**src/rtl/shift_t_pkg.sv**
```systemverilog
package shift_t_pkg;

  localparam int WORD_W = 32;
  localparam int OP_W   = 4;

  // Operation codes; the low three bits select the one-bit variant,
  // bit 3 selects the fixed-distance group, bits [2:1] its distance.
  typedef enum logic [OP_W-1:0] {
    OP_LSL1  = 4'd0,
    OP_LSR1  = 4'd1,
    OP_ASL1  = 4'd2,
    OP_ASR1  = 4'd3,
    OP_ROL   = 4'd4,
    OP_ROR   = 4'd5,
    OP_RCL   = 4'd6,
    OP_RCR   = 4'd7,
    OP_LSL2  = 4'd8,
    OP_LSR2  = 4'd9,
    OP_LSL8  = 4'd10,
    OP_LSR8  = 4'd11,
    OP_LSL16 = 4'd12,
    OP_LSR16 = 4'd13,
    OP_RSV0  = 4'd14,
    OP_RSV1  = 4'd15
  } shop_e;

endpackage

```
**src/rtl/shift_t_rst_sync.sv**
```systemverilog
module shift_t_rst_sync #(
  parameter int STAGES = 2
) (
  input  logic clk,
  input  logic rst_n,
  output logic rst_sync_n
);

  logic [STAGES-1:0] sync_q;

  always_ff @(posedge clk or negedge rst_n) begin
    if (!rst_n) begin
      sync_q <= '0;
    end else begin
      sync_q <= {sync_q[STAGES-2:0], 1'b1};
    end
  end

  assign rst_sync_n = sync_q[STAGES-1];

endmodule

```
**src/rtl/shift_t_onebit.sv**
```systemverilog
module shift_t_onebit #(
  parameter int W = 32
) (
  input  logic [W-1:0] din,
  input  logic         t_in,
  input  logic [2:0]   kind,
  output logic [W-1:0] dout,
  output logic         t_nx
);

  localparam int MSB = W - 1;

  logic bit_hi;
  logic bit_lo;

  assign bit_hi = din[MSB];
  assign bit_lo = din[0];

  always_comb begin
    dout = din;
    t_nx = t_in;
    unique case (kind)
      3'd0, 3'd2: begin
        dout = {din[MSB-1:0], 1'b0};
        t_nx = bit_hi;
      end
      3'd1: begin
        dout = {1'b0, din[MSB:1]};
        t_nx = bit_lo;
      end
      3'd3: begin
        dout = {bit_hi, din[MSB:1]};
        t_nx = bit_lo;
      end
      3'd4: begin
        dout = {din[MSB-1:0], bit_hi};
        t_nx = bit_hi;
      end
      3'd5: begin
        dout = {bit_lo, din[MSB:1]};
        t_nx = bit_lo;
      end
      3'd6: begin
        dout = {din[MSB-1:0], t_in};
        t_nx = bit_hi;
      end
      3'd7: begin
        dout = {t_in, din[MSB:1]};
        t_nx = bit_lo;
      end
      default: begin
        dout = din;
        t_nx = t_in;
      end
    endcase
  end

endmodule

```
**src/rtl/shift_t_fixed.sv**
```systemverilog
module shift_t_fixed #(
  parameter int W    = 32,
  parameter int AMT0 = 2,
  parameter int AMT1 = 8,
  parameter int AMT2 = 16
) (
  input  logic [W-1:0] din,
  input  logic [1:0]   dist_sel,
  input  logic         to_right,
  output logic [W-1:0] dout
);

  localparam int NDIST = 3;

  logic [W-1:0] left_v  [NDIST];
  logic [W-1:0] right_v [NDIST];

  for (genvar g = 0; g < NDIST; g++) begin : g_dist
    localparam int AMT = (g == 0) ? AMT0 : ((g == 1) ? AMT1 : AMT2);
    assign left_v[g]  = {din[W-1-AMT:0], {AMT{1'b0}}};
    assign right_v[g] = {{AMT{1'b0}}, din[W-1:AMT]};
  end

  always_comb begin
    dout = din;
    if (dist_sel < 2'(NDIST)) begin
      dout = to_right ? right_v[dist_sel] : left_v[dist_sel];
    end
  end

endmodule

```
**src/rtl/shift_t_unit.sv**
```systemverilog
module shift_t_unit
  import shift_t_pkg::*;
#(
  parameter int DATA_W = WORD_W,
  parameter int FIX_A  = 2,
  parameter int FIX_B  = 8,
  parameter int FIX_C  = 16
) (
  input  logic              clk,
  input  logic              rst_n,
  input  logic              op_valid,
  input  logic [OP_W-1:0]   op_sel,
  input  logic [DATA_W-1:0] operand,
  input  logic              t_in,
  output logic [DATA_W-1:0] result,
  output logic              t_out
);

  localparam int SYNC_STAGES = 2;

  logic              rst_sync_n;
  logic [DATA_W-1:0] ob_res;
  logic              ob_t;
  logic [DATA_W-1:0] fx_res;
  logic              grp_fixed;
  logic              grp_rsv;

  logic [DATA_W-1:0] res_q;
  logic [DATA_W-1:0] res_nx;
  logic              t_q;
  logic              t_nx;
  logic              load_en;

  shift_t_rst_sync #(.STAGES(SYNC_STAGES)) u_rst_sync (
    .clk        (clk),
    .rst_n      (rst_n),
    .rst_sync_n (rst_sync_n)
  );

  shift_t_onebit #(.W(DATA_W)) u_onebit (
    .din  (operand),
    .t_in (t_in),
    .kind (op_sel[2:0]),
    .dout (ob_res),
    .t_nx (ob_t)
  );

  shift_t_fixed #(
    .W    (DATA_W),
    .AMT0 (FIX_A),
    .AMT1 (FIX_B),
    .AMT2 (FIX_C)
  ) u_fixed (
    .din      (operand),
    .dist_sel (op_sel[2:1]),
    .to_right (op_sel[0]),
    .dout     (fx_res)
  );

  assign grp_fixed = op_sel[3];
  assign grp_rsv   = op_sel[3] & (op_sel[2:1] == 2'b11);
  assign load_en   = op_valid;

  // next-state selection
  always_comb begin
    res_nx = res_q;
    t_nx   = t_q;
    if (load_en) begin
      if (!grp_fixed) begin
        res_nx = ob_res;
        t_nx   = ob_t;
      end else if (!grp_rsv) begin
        res_nx = fx_res;
        t_nx   = t_in;
      end else begin
        res_nx = operand;
        t_nx   = t_in;
      end
    end
  end

  // state registers
  always_ff @(posedge clk or negedge rst_sync_n) begin
    if (!rst_sync_n) begin
      res_q <= '0;
      t_q   <= 1'b0;
    end else if (load_en) begin
      res_q <= res_nx;
      t_q   <= t_nx;
    end
  end

  assign result = res_q;
  assign t_out  = t_q;

endmodule

```
**config.mk**
```make
export PLATFORM = sky130hd
export DESIGN_NAME = shift_t_unit
export DESIGN_NICKNAME = d
export VERILOG_FILES = /design/src/rtl/shift_t_pkg.sv /design/src/rtl/shift_t_rst_sync.sv /design/src/rtl/shift_t_onebit.sv /design/src/rtl/shift_t_fixed.sv /design/src/rtl/shift_t_unit.sv
export SDC_FILE = /design/constraint.sdc
export NUM_CORES = 1
export LEC_CHECK = 0
export ABC_CLOCK_PERIOD_IN_PS = 1250
export BUFFER_PORTS_ARGS = -buffer_cell sky130_fd_sc_hd__buf_2
export CELL_PAD_IN_SITES_DETAIL_PLACEMENT = 0
export CELL_PAD_IN_SITES_GLOBAL_PLACEMENT = 1
export CORE_MARGIN = 1
export CORE_UTILIZATION = 41
export DETAILED_ROUTE_END_ITERATION = 12
export PLACE_DENSITY = 0.91
export SETUP_SLACK_MARGIN = 0.15
export SYNTH_ARGS = -nofsm -noshare
export SYNTH_HDL_FRONTEND = slang
export SYNTH_SLANG_ARGS = --single-unit
```
**constraint.sdc**
```tcl
create_clock -name clk -period 1.25 [get_ports clk]
set_input_delay 0.0625 -clock clk [delete_from_list [all_inputs] [get_ports clk]]
set_output_delay 0.0625 -clock clk [all_outputs]
set_load 0.01 [all_outputs]
```
# After elaboration in Yosys (flattened, before gate mapping)
# Index checks and enable logic that the tools add are counted.
# op_classes
magnitude_cmp	2
reduce_logical	4
n_mux	13
bitwise	2
n_eq_ne	8
# op_table
cell	count
$mux W32	8
$pmux W32 S7	1
$bmux W32 S2	2
$eq A3 B3 Y1 const B	4
$reduce_or A4 Y1	2
$eq A3 B2 Y1 const B	2
$eq A3 B1 Y1 const B	1
$ge A3 B3 Y1 const B	1
$logic_not A3 Y1	1
$not A2 Y3	1
$eq A2 B2 Y1 const B	1
$lt A2 B2 Y1 const B	1
$pmux W1 S2	1
$reduce_or A2 Y1	1
$and A1 B1 Y1	1
$mux W1	1
# totals
output_inout_bits	33
wordCells	32
register_bits	35
inputBits	40

# Longest topological paths before layout
# Gate-level depths: netlist of the first run.
# logic_depth
word_depth	8
depth_mapped	7

# By module
# A second synthesis of the first run with hierarchy kept.
# hier_totals
cells_unflattened	429
area_unflattened_um2	3961.3
# modules_own_cells
mod	cells_per_inst	area_each_um2	n_inst
shift_t_unit	183	1861.8	1
shift_t_fixed	199	1480.2	1
shift_t_onebit	44	565.5	1
shift_t_rst_sync	3	53.8	1

# Worst setup path after synthesis of the first run
# Ideal clock, no wire load.
# synth_timing
kind	in2reg
start	input port op_sel[0]
end	register res_q[17], in the netlist result[17]
cell_stages	5
setup_ps	124
t_required_ps	1126
setup_slack_ps	142
arrival_time_ps	984
path_cell_list	buf_6 > mux2_1 > mux2_2 > a221oi_2 > nor2_1
# synth_via
elab_chain_len	4
word_cells_on_any_way	14
cone_classes	eq/ne (7); mux (5); reduce/logical (2)
# synth_lines
element	line	text
start: declaration	shift_t_unit.sv:12	input logic [OP_W-1:0] op_sel,
$eq A3 B2 Y1, or another cell as far along	shift_t_onebit.sv:22	unique case (kind)
$reduce_or A2 Y1 or $mux W32 (tied branches)	n/a	
$pmux W32 S7 or $mux W32 (tied branches)	shift_t_onebit.sv:22, shift_t_unit.sv:72	
$mux W32 (*)	shift_t_unit.sv:69	if (!grp_fixed) begin
end signal: assignment	shift_t_unit.sv:88	res_q <= res_nx;
end: declaration	shift_t_unit.sv:28	logic [DATA_W-1:0] res_q;
# Every way passes the cells marked *; elsewhere a longest branch is shown, timed or not.
# A chain may end at the register's enable or synchronous reset.

# Worst setup path in the final report of the first run
# layout_timing
start	input port op_sel[1]
end	register res_q[0], in the netlist result[0]
# layout_via
elab_chain_len	8
word_cells_on_any_way	24
cone_classes	order compare (1); eq/ne (8); mux (11); bitwise (2); reduce/logical (2)
# layout_lines
element	line	text
$not A2 Y3 (not written as such)	shift_t_fixed.sv:27	dout = to_right ? right_v[dist_sel] : left_v[dist_sel];
$bmux W32 S2	shift_t_fixed.sv:27	
$mux W32 (not written as such) (2 in a row)	shift_t_fixed.sv:27	
$mux W32	shift_t_fixed.sv:27	
$mux W32	shift_t_fixed.sv:26	if (dist_sel < 2'(NDIST)) begin
$mux W32	shift_t_unit.sv:72	end else if (!grp_rsv) begin
$mux W32 (*)	shift_t_unit.sv:69	
# Every way passes the cells marked *; elsewhere a longest branch is shown, timed or not. The select of a mux whose other input is x is not followed.

==> impl_metrics.yaml, run 1 <==
die:
  die_height_um: 92.8
  die_w_um: 92.8
  rows: 32
  ios: 73
  coreArea_um2: 7850
  initial_core_util_pct: 43.1
  dieArea_um2: 8620
run:
  maxCapViolCount: 0
synthesis:
  ys_types: 51
  synth_edf_count: 0
  yosysWarnings: 0
  syn_area_per_cell_um2: 8.50
  async_flop_share_pct: 100
  synthFlopType: "dfrtp_1"
  synth_nets: 438
  netlist_area_um2: 3380
  synth-seq-cells: 35
  ys_seq_area_share_pct: 25.9
  syn-instance-count: 398
route:
  routed_via_density: 6.45
  wl_met2_um: 5510
  drcViolationCount: 0
  top_layer_used: "met4"
  wl_met1_um: 5100
  first_pass_iters: 5
  route.met3.wl_um: 1180
  ant_nets: 0
  vias: 3818
  wire_per_inst_um: 20.8
  drt_iter0_drc: 438
  drt_wl_total_um: 12300
power_and_ir_drop:
  combPwrFrac_pct: 39.2
  p_leak_nw: 1.89
  peakVddDrop_mv: 0.371
  clockPowerShare_pct: 23.9
  p_int_w: 0.00234
  p_sw_w: 0.00131
  pwr_density_cell_nw_per_um2: 862
  p_sw_share_pct: 35.9
  total_power_w: 0.00365
  seqPwrFrac_pct: 36.9
grt:
  grt_pass1_wl_um: 19600
  grt_usage_pct: 29.6
  antenna_found_initial: 0
  grt_pass1_vias: 3629
  grt_max_degree: 35
  grt_overflow: 0
place:
  dpl.hpwl_um: 8970
  gp_congestion: 1.04
  place_ws_ns: -0.118
  port_buffers: 72
clock_tree:
  cts_setup_buffers: 0
  clk_pin_slew_worst_paths_ns: 0.08
  cts-root-buf: "clkbuf_8"
  worst_skew_pair.late_latency_ns: 0.30
  clk_path_buf_depth: 2
  cts_buffers: 5
  cts_num_sinks: 35
  h-tree-depth: 2
  tritoncts: "yes"
sta:
  min_period_ns: 1.05
  setup_slack_ns: 0.200
  finalHoldViolations: 0
  setup_violations: 0
  period_share_pct: 84.0
  clock_skew_ns: 0.00996
  tns_ns: 0
  whs_ns: 0.0662
  fmax_mhz: 952
  rsz0062_at_grt: "no"
  maxSlewViolCount: 0
setup_path:
  path_max_fanout: 9
  crit_buf_inv: 2
  crit_family: "compound AO/OA/AOI/OAI gates"
  cp_cell_sequence: "buf_2 > buf_4 > mux2_1 > nand3_1 > a21oi_1 > o32a_1"
  critPathKind: "input pin to flop"
  crit_slowest_cell: "o32a_1"
  cpPeakStageDelay_ns: 0.34
  endpoint_kind: "flop"
  crit_path_start_kind: "input pin"
  arrival_ns: 1.24
  cp.required_ns: 1.44
layout:
  diodes: 0
  area_growth_pct: 25.2
  drive_above_1_share_pct: 33.3
  final_common_cell: "buf_2"
  nets: 530
  final_cell_mix: "buf_2, buf_4, mux2i_1, dfrtp_1, a21oi_1"
run_status:
  status: "complete, no violations"
min_path:
  hold_class: "input pin to asynchronous set/reset pin"
-- layer usage --
layer,vias to the layer above,GRT usage [%]
li1,1685,-
met1,1813,39.9
met2,258,44.5
met3,62,6.65
met4,0,14.2
met5,-,0
-- cells by family (layout without fill, tap and decap cells) --
group	count (synthesis)	after routing	synth area share (%)
compound gates	133	133	26.9
buf+inv	55	147	9.13
flops	35	35	25.9
mux	63	63	21.2
other cells	1	1	0.111
simple gates	111	111	16.8
-- worst paths after layout --
kind	start	to	slack (ns)	cells after the start
min in group clk	t_in	t_out	0.15	4
worst min-delay path	rst_n	u_rst_sync.sync_q[0]	0.07	2
worst max-delay path	op_sel[1]	result[0]	0.20	6
max in group asynchronous	u_rst_sync.sync_q[1]	result[2]	0.64	1
worst max register to register	result[24]	result[24]	0.45	3
worst min register to register	u_rst_sync.sync_q[1]	result[29]	0.28	1
-- power groups by stage --
stage | Clock, W | Combinational [W] | Sequential, W
4_1_cts | 0.000899 | 0.00139 | 0.00135
3_5_place_dp | 0 | 0.00139 | 0.00137
6_report | 0.000874 | 0.00143 | 0.00135
2_1_floorplan | 0 | 0.000717 | 0.00145
3_3_place_gp | 0 | 0.00137 | 0.00137
5_1_grt | 0.000940 | 0.00153 | 0.00137
-- sequential cells by signal, summed over array words and instances, names as in the netlist --
register	flops
u_rst_sync.sync_q	2
result	32
t_out	1
-- repair_timing --
| item | 4_1_cts | 5_1_grt |
|---|---|---|
| gates resized for setup | 0 | 8 |
| hold endpoints to repair | 2 | 0 |
| setup endpoints to repair | 0 | 11 |
| hold buffers | 1 | 0 |
-- final cells by class --
cell class | count | area (um^2)
Fill cell | 788 | 3610
Multi-Input combinational cell | 308 | 2220
Timing Repair Buffer | 128 | 881
Sequential cell | 35 | 876
Tap cell | 102 | 128
Clock buffer | 6 | 82.6
Inverter | 12 | 45.0
Clock inverter | 1 | 5.00
-- per-stage QoR --
step,std cells,area [um^2],util [%]
global placement,584,4110,52.3
floorplan,398,3380,-
global route,592,4240,54.0
detailed placement,584,4110,52.3
CTS,592,4210,53.6
finish,592,4240,54.0
-- synthesized netlist by cell type (all sizes together), types with 2 or more instances --
cell     number  area [um^2]
o31ai         3         22.5
a22oi         2         15.0
mux2i        41          410
and3          3         18.8
nand3        14         70.1
o22ai         9         56.3
clkbuf       12         45.0
nor3          4         20.0
and2          2         12.5
nor2         23         86.3
nand3b        8         60.1
o211a         2         20.0
o2bb2ai       2         17.5
a21oi        33          165
nand4         5         31.3
a2bb2oi       6         52.6
a221oi        3         32.5
mux4          5          116
buf          31          219
o21ai        24          120
a32oi         2         17.5
o211ai        9         67.6
dfrtp        35          876
nor3b         3         22.5
nor2b         5         31.3
inv          12         45.0
nand2b       12         75.1
or4b          2         20.0
mux2         17          191
o221a         5         56.3
a211oi        3         22.5
nand2        29          109
a31oi        11         68.8
o221ai       12          105
(Power assumes the default switching activity.)
==> run 2, diff against run 1 <==
ABC_CLOCK_PERIOD_IN_PS = 900   (was 1250)
CORE_UTILIZATION = 37   (was 41)
PLACE_DENSITY = 0.87   (was 0.91)
clock period = 0.9 ns   (was 1.25 ns; I/O delays follow)
==> run 2 against run 1 <==
The run now ends with DRC, setup timing left. Critical path type is now flop to output pin. Largest cell class unchanged. Sequential cell count did not move. Design area is 27% higher. Die area is 11% higher. First-iteration DRC count rose by 21%. Final cell count is 16% higher. Global-route usage is 1.2 points higher.
==> impl_metrics.yaml, run 2 (synthesis gave the netlist of run 1 again) <==
run_status:
  status: "finished with violations"
  violations: "DRC, setup timing"
die:
  initial_core_util_pct: 38.4
  coreArea_um2: 8810
  ios: 73
  rows: 34
  die_height_um: 97.6
  die_w_um: 97.6
  dieArea_um2: 9530
layout:
  area_growth_pct: 58.7
  largest_reg_flops: 32
  register_area_um2: 877
  final_cell_mix: "buf_4, buf_2, mux2i_1, dfrtp_1"
  final_common_cell: "buf_4"
  nets: 618
  multiInputGateArea_um2: 2500
  diodes: 0
  drive_above_1_share_pct: 52.5
  n_fill_cell: 748
run:
  maxCapViolCount: 0
min_path:
  hold_class: "input pin to asynchronous set/reset pin"
power_and_ir_drop:
  peakVddDrop_mv: 0.720
  pwr_density_cell_nw_per_um2: 1080
  total_power_w: 0.00582
  p_leak_nw: 2.46
setup_path:
  crit_buf_inv: 1
  endpoint_kind: "output pin"
  arrival_ns: 0.89
  cpPeakStageDelay_ns: 0.43
  cp_cell_sequence: "buf_2"
  cp.required_ns: 0.85
  crit_slowest_cell: "dfrtp_1"
  critPathKind: "flop to output pin"
  crit_family: "flip-flops"
  crit_path_start_kind: "flop"
  path_max_fanout: 2
grt:
  grt_pass1_wl_um: 22600
  grtUsageMet1_pct: 38.6
  use_met2_pct: 50.6
  grt_max_degree: 34
  grt_usage_pct: 30.8
  busiest_layer: "met2"
  grt_overflow: 0
  antenna_found_initial: 0
  grt_pass1_vias: 4183
  use_met3_pct: 5.18
sta:
  setup_slack_ns: -0.0335
  rsz0062_at_grt: "yes"
  min_period_ns: 0.934
  setup_violations: 2
  period_share_pct: 104
  clock_skew_ns: 0.00453
  fmax_mhz: 1070
  finalHoldViolations: 0
  maxSlewViolCount: 0
route:
  drt_wl_total_um: 15000
  drt_iter0_drc: 528
  drcViolationCount: 2
  vias: 4322
  first_pass_iters: 11
  ant_nets: 0
  routed_via_density: 6.29
  wire_per_inst_um: 21.8
clock_tree:
  clk_path_buf_depth: 2
  worst_skew_pair.late_latency_ns: 0.30
  cts-root-buf: "clkbuf_8"
  tritoncts: "yes"
  h-tree-depth: 2
  cts_num_sinks: 35
  clk_pin_slew_worst_paths_ns: 0.08
  cts_buffers: 5
place:
  dpl.hpwl_um: 10300
  gp_congestion: 0.972
  port_buffers: 72
  place_ws_ns: -0.442
[run 2: cell count changes in the layout (fill, tap and decap cells not counted), sizes merged]
cell | previous run | this run
buf | 126 | 212
and2 | 2 | 3
and2b | 1 | 2
clkbuf | 7 | 8
[run 2: power breakdown]
part / internal, W / total [W] / switching, W / leakage, nW
Combinational: 0.00140 / 0.00277 / 0.00137 / 2.01
Sequential: 0.00177 / 0.00188 / 0.000112 / 0.401
Clock: 0.000544 / 0.00117 / 0.000623 / 0.0422
[run 2: path summary, 6_finish.rpt]
path,from,endpoint,slack (ns),cells past startpoint
max,result[31],result[31],-0.03,1
min,rst_n,u_rst_sync.sync_q[1],0.05,2
max reg2reg,result[31],result[31],0,2
min reg2reg,u_rst_sync.sync_q[1],result[30],0.22,1
max in group asynchronous,u_rst_sync.sync_q[1],t_out,0.49,1
min in group clk,operand[27],result[11],0.18,3
[run 2: metal layers]
layer / part of all wire [%] / vias up
met5: 0 / -
met2: 46 / 293
li1: - / 1882
met4: 4.8 / 0
met3: 9.1 / 84
met1: 40 / 2063
[run 2: metrics by stage]
stage	cells	utilization (%)	hold WS, ns	instance area (um^2)	TNS (ns)
2_1_floorplan	398	-	-0.251	3480	-2.50
3_3_place_gp	637	50.7	-0.171	4470	-12.02
3_5_place_dp	637	50.7	-0.168	4470	-12.16
4_1_cts	681	58.8	0.0404	5180	-0.0314
5_1_grt	687	61.0	0.0470	5370	-0.183
6_report	687	61.0	0.0469	5370	-0.0424
[run 2: cell type report]
type	count	share of cell area (%)
clock buffers	7	1.42
clock inverters	1	0.0932
inverters	12	0.839
multi-input cells	310	46.7
flip-flops and latches	35	16.3
well taps	108	2.52
repair buffers	214	32.1
[run 2: repair_timing]
item                       4_1_cts  5_1_grt
hold endpoints to repair         2        0
buffers inserted                31        5
pin swaps                       28       21
hold buffers                     1        0
setup endpoints to repair       66       66
gates resized for setup         82       33
cloned                           4        1
